File: config.mk
export PLATFORM = sky130hd
export DESIGN_NAME = nand_ready_poller
export DESIGN_NICKNAME = d
export VERILOG_FILES = /design/src/rtl/nand_ready_poller.sv
export SDC_FILE = /design/constraint.sdc
export NUM_CORES = 1
export LEC_CHECK = 0
export ABC_AREA = 1
export BUFFER_PORTS_ARGS = -buffer_cell sky130_fd_sc_hd__buf_2
export CAP_MARGIN = 20
export CORE_MARGIN = 2
export CORE_UTILIZATION = 53
export CTS_CLUSTER_SIZE = 16
export DETAILED_ROUTE_END_ITERATION = 12
export GPL_TIMING_DRIVEN = 0
export PLACE_DENSITY = 0.79
export SLEW_MARGIN = 5
export SYNTH_ARGS = -nofsm -noshare
export SYNTH_HDL_FRONTEND = slang
export SYNTH_SLANG_ARGS = --single-unit
export TNS_END_PERCENT = 30
File: constraint.sdc
create_clock -name clk -period 1.51 [get_ports clk]
set_input_delay 0 -clock clk [delete_from_list [all_inputs] [get_ports clk]]
set_output_delay 0 -clock clk [all_outputs]
set_load 0.02 [all_outputs]
File: src/rtl/nand_ready_poller.sv
module nand_ready_poller #(
  parameter int RD_INIT_US = 6,
  parameter int RD_POLL_US = 5,
  parameter int PG_INIT_US = 75,
  parameter int PG_POLL_US = 15,
  parameter int ER_INIT_US = 250,
  parameter int ER_POLL_US = 50,
  parameter int RS_INIT_US = 5,
  parameter int RS_POLL_US = 5,
  parameter int TIMEOUT_US = 400000
) (
  input  logic       clk,
  input  logic       rst_n,
  input  logic       start_i,
  input  logic [1:0] op_i,
  input  logic       us_tick_i,
  output logic       stat_req_o,
  input  logic       stat_valid_i,
  input  logic [7:0] stat_byte_i,
  output logic       busy_o,
  output logic       done_o,
  output logic       timeout_o,
  output logic [7:0] status_o,
  output logic       erase_fail_o,
  output logic       prog_fail_o,
  output logic [1:0] ecc_o
);
  function automatic int mx(int a, int b);
    return (a > b) ? a : b;
  endfunction

  localparam int DLY_MAX = mx(mx(mx(RD_INIT_US, RD_POLL_US), mx(PG_INIT_US, PG_POLL_US)),
                              mx(mx(ER_INIT_US, ER_POLL_US), mx(RS_INIT_US, RS_POLL_US)));
  localparam int DW = $clog2(DLY_MAX + 1);
  localparam int TW = $clog2(TIMEOUT_US + 1);

  typedef enum logic [1:0] {S_IDLE, S_WAIT, S_REQ} st_t;

  st_t           st;
  logic [1:0]    op_q;
  logic [DW-1:0] dly, init_dly, poll_dly;
  logic [TW-1:0] tmo;
  logic          expired;

  always_comb begin
    case (op_i)
      2'd0:    init_dly = DW'(RD_INIT_US);
      2'd1:    init_dly = DW'(PG_INIT_US);
      2'd2:    init_dly = DW'(ER_INIT_US);
      default: init_dly = DW'(RS_INIT_US);
    endcase
    case (op_q)
      2'd0:    poll_dly = DW'(RD_POLL_US);
      2'd1:    poll_dly = DW'(PG_POLL_US);
      2'd2:    poll_dly = DW'(ER_POLL_US);
      default: poll_dly = DW'(RS_POLL_US);
    endcase
  end

  assign expired      = (tmo == TW'(TIMEOUT_US));
  assign busy_o       = (st != S_IDLE);
  assign stat_req_o   = (st == S_REQ);
  assign erase_fail_o = status_o[2];
  assign prog_fail_o  = status_o[3];
  assign ecc_o        = status_o[5:4];

  always_ff @(posedge clk or negedge rst_n) begin
    if (!rst_n) begin
      st        <= S_IDLE;
      op_q      <= '0;
      dly       <= '0;
      tmo       <= '0;
      done_o    <= 1'b0;
      timeout_o <= 1'b0;
      status_o  <= '0;
    end else begin
      done_o <= 1'b0;
      case (st)
        S_IDLE: if (start_i) begin
          op_q <= op_i;
          dly  <= init_dly;
          tmo  <= '0;
          st   <= S_WAIT;
        end
        S_WAIT: begin
          if ((us_tick_i && dly <= DW'(1)) || expired) st <= S_REQ;
          else if (us_tick_i)                          dly <= dly - DW'(1);
        end
        S_REQ: if (stat_valid_i) begin
          if (!stat_byte_i[0] || expired) begin
            st        <= S_IDLE;
            done_o    <= 1'b1;
            status_o  <= stat_byte_i;
            timeout_o <= stat_byte_i[0];
          end else begin
            dly <= poll_dly;
            st  <= S_WAIT;
          end
        end
        default: st <= S_IDLE;
      endcase
      if (st != S_IDLE && us_tick_i && !expired) tmo <= tmo + TW'(1);
    end
  end
endmodule

==> metrics.md <==
| Metric | Value |
|---|---|
| Status | `finished with violations` |
| Failing checks | `negative setup slack` |
| Max Freq | `about 580 MHz` |
| RR Startpoint | `tmo[1]$_DFFE_PN0P_` |
| Vias in the first global route | `about 2400` |
| Flip-flop and latch count after synthesis | `40` |
| Most frequent cell after synthesis | `nand2_1` |
| Vias per std cell | `5.326` |
| Slowest stage delay, CP | `roughly 0.43 ns` |
| Rel. slew slack | `40.28%` |
| R2R Setup Slk | `-0.21 ns` |
| RSZ-0062 raised after global routing | `true` |
| Area Growth Syn to Fin | `28.42%` |
| Crit-path cells | `inv_2 > ha_4 > inv_2 > nor2_1 > nand2_1 > nor2_2 > nand3_4 > nand2_4 > buf_6 > a21boi_4 > nand3_1 > nand2_1` |
| Diode count | `0` |
| Reg2Reg Depth | `12` |
| Library cells used by synthesis | `34` |
| Cells after synthesis | `348` |
| Worst setup margin | `-0.2059 ns` |
| Syn. warnings | `0` |
| Worst setup EP type | `register` |
| Remaining antenna violation count | `0` |
| Seq/Total Area, Yosys | `a little under two fifths` |
| Worst Hold Class | `primary input to register` |
| Worst setup path class | `register to register` |
| Worst Skew | `between 0.006 and 0.007 ns` |
| Initial antenna violation count | `0` |
| Commonest cells post-synth | `nand2_1 (103), dfrtp_1 (40), nand3_1 (36), inv_1 (33), nor2_1 (23)` |
| First-pass GRT wire length | `10290 µm` |
| Port Buffers | `30` |
| Layout cells sized above 1 | `between 30% and 40%` |
| Final wirelength | `around 6500 µm` |
| Cts bufs inserted | `5` |
| Fraction of registers with async set/reset | `between 90% and 100%` |
| Detailed-route DRC error count | `0` |
| Post-DP HPWL | `roughly 4300 µm` |
| Critical path arrival | `just under 2 ns` |
| Max Cap Viol | `0` |
| R2r endpoint | `dly[3]$_DFFE_PN0P_` |
| Root Buffer Master | `clkbuf_8` |
| Post-route cell area | `between 3000 and 4000 µm²` |
| IR drop worst, VDD | `~1.1 mV` |
| Synth area leaders | `dfrtp_1 (38%), nand2_1 (14%), nand3_1 (6.8%), ha_1 (6.6%), inv_1 (4.6%)` |
| Clock-pin transition on the worst setup and hold timing paths | `around 0.080 ns` |
| Worst Tran Pin Value | `between 0.8 and 0.9 ns` |
| Final nets | `around 440` |
| Die width | `about 75 µm` |
| Clk buf depth | `2` |
| Hold path depth | `3` |
| Fillers | `355` |
| Final Hold Viols | `0` |
| Synth Flop Type | `dfrtp_1` |
| Worst setup SP type | `register` |
| Slowest CP cell | `dfrtp_1` |
| Hold path start | `op_i[1]` |
| Post-synth top area cell | `dfrtp_1` |
| Largest net degree at the start of global routing | `41` |
| H-tree depth | `2` |
| Die Area | `about 5600 µm²` |
| Syn nets | `between 300 and 400` |
| Core Area | `roughly 4800 µm²` |
| Clock Sink Count | `40` |
| Worst-skew pair later-pin latency | `roughly 0.3 ns` |
| Final core occ | `71.58%` |
| Mean Syn Cell Area | `about 7.7 µm²` |
| Dpl cell area | `2955 µm²` |
| Fin crit share | `113.6%` |
| Hold path endpoint | `op_q[1]$_DFFE_PN0P_` |
| CP startpoint | `tmo[1]$_DFFE_PN0P_` |
| Top-area cell type share of the netlist area | `approximately 38%` |
| DRT Pass-1 Iters | `5` |
| Die Ht | `approximately 75 µm` |
| Fin cells | `475` |
| Pwr per Cell Area | `around 1700 nW/µm²` |
| DR vias | `approximately 2500` |
| Max-slew violation count | `0` |
| Final setup viols | `36` |
| Initial core utilization | `about 56%` |
| Largest fanout on the critical path | `8` |
| Synth Cell Area | `2668 µm²` |
| GPL Wtd Cong | `roughly 0.95` |
| Wire per inst | `13.69 µm` |
| Leak | `roughly 1.7 nW` |
| Number of flops mapped to enable cells by yosys | `0` |
| Placed Instances | `445` |
| Initial DRC count | `141` |
| Final global-route overflow total | `0` |
| Clock period minus worst slack | `about 1.7 ns` |
| CTS tree | `built` |
| Data required, critical path | `between 1.5 and 2 ns` |
| Rows | `25` |
| Num ports | `31` |
| Gr usage total | `around a quarter` |
-- routing by layer --
metal | vias to the layer above | global-route usage (%) | share of wire [%]
li1 | 1239 | - | -
met1 | 1171 | 29.03 | 42
met2 | 100 | 42.59 | 51
met3 | 20 | 4.016 | 4.6
met4 | 0 | 7.143 | 2.2
met5 | - | 0 | 0
-- repair_timing --
action,4_1_cts,5_1_grt
gates cloned,1,1
endpoints found under the hold margin,48,0
pin swaps,9,11
endpoints found under the setup margin,39,40
hold buffers,9,0
buffers inserted,4,9
resized for setup,26,17
-- critical path, delay by kind of cell, from the launching register on --
family | cells | cell delay [ns]
flops | 1 | 0.43
simple gates | 7 | 0.56
buf+inv | 3 | 0.24
compound gates | 1 | 0.27
fa+ha+maj | 1 | 0.15
-- worst max-delay path by stage --
stage,endpoint,slack (ns)
6_report,dly[3]$_DFFE_PN0P_,-0.21
5_1_grt,status_o[4]$_DFFE_PN0P_,-0.32
4_1_cts,dly[0]$_DFFE_PN0P_,-0.19
3_5_place_dp,tmo[16]$_DFFE_PN0P_,-0.32
3_3_place_gp,tmo[16]$_DFFE_PN0P_,-0.28
2_1_floorplan,tmo[12]$_DFFE_PN0P_,-0.04
-- state kept, by name, summed over array words and instances (netlist names) --
register,count
dly,8
done_o,1
op_q,2
tmo,19
status_o,8
st,2
-- cell families after synthesis --
group	share of synthesized area [%]
flip-flops	37.52
AO/OA/AOI/OAI	8.630
buffers and inverters	8.208
XOR/XNOR	3.940
adder cells (fa/ha/maj)	6.567
AND/OR/NAND/NOR	35.13
-- cell usage in the layout (no fill, tap or decap), types with 6 or more instances in the layout --
| master | instances |
|---|---|
| nand3_2 | 7 |
| inv_2 | 9 |
| nand2_2 | 10 |
| inv_1 | 27 |
| clkbuf_8 | 7 |
| dfrtp_1 | 39 |
| nand3_1 | 29 |
| buf_4 | 16 |
| buf_2 | 31 |
| o21ai_0 | 13 |
| nand4_1 | 6 |
| nand2_1 | 93 |
| nor2_1 | 22 |
| xor2_1 | 11 |
| dlygate4sd3_1 | 9 |
| o21ai_1 | 8 |
| ha_1 | 8 |
-- layout make-up --
type                            count  area (µm²)  area share [%]
Multi-Input combinational cell    259        1618           47.22
Sequential cell                    40        1002           29.25
Timing Repair Buffer               53       365.4           10.66
Inverter                           39       153.9           4.492
Clock buffer                        7       96.34           2.812
Tap cell                           67       83.83           2.447
Buffer                              9       76.32           2.228
Clock inverter                      1       30.03          0.8766
-- through the flow --
| step | setup WS, ns | power, mW | hold slack [ns] | setup TNS, ns |
|---|---|---|---|---|
| 6_report | -0.2059 | 5.942 | 0.01360 | -5.246 |
| 5_1_grt | -0.3174 | 6.350 | 0.06325 | -9.122 |
| 4_1_cts | -0.1851 | 5.646 | 0.009862 | -5.237 |
| 3_5_place_dp | -0.3212 | 4.456 | 0.1807 | -6.823 |
| 3_3_place_gp | -0.2811 | 4.362 | 0.1890 | -5.833 |
| 2_1_floorplan | -0.03892 | 3.750 | -0.2956 | -0.5298 |
-- report_power, final --
group / switching, mW / leakage [nW] / total (mW) / internal [mW]
logic: 1.97 / 1.10 / 3.31 / 1.34
clock network: 0.394 / 0.0645 / 0.978 / 0.584
registers: 0.280 / 0.527 / 1.65 / 1.37
total: 2.65 / 1.69 / 5.94 / 3.30
Power figures use the tool's default switching activity.
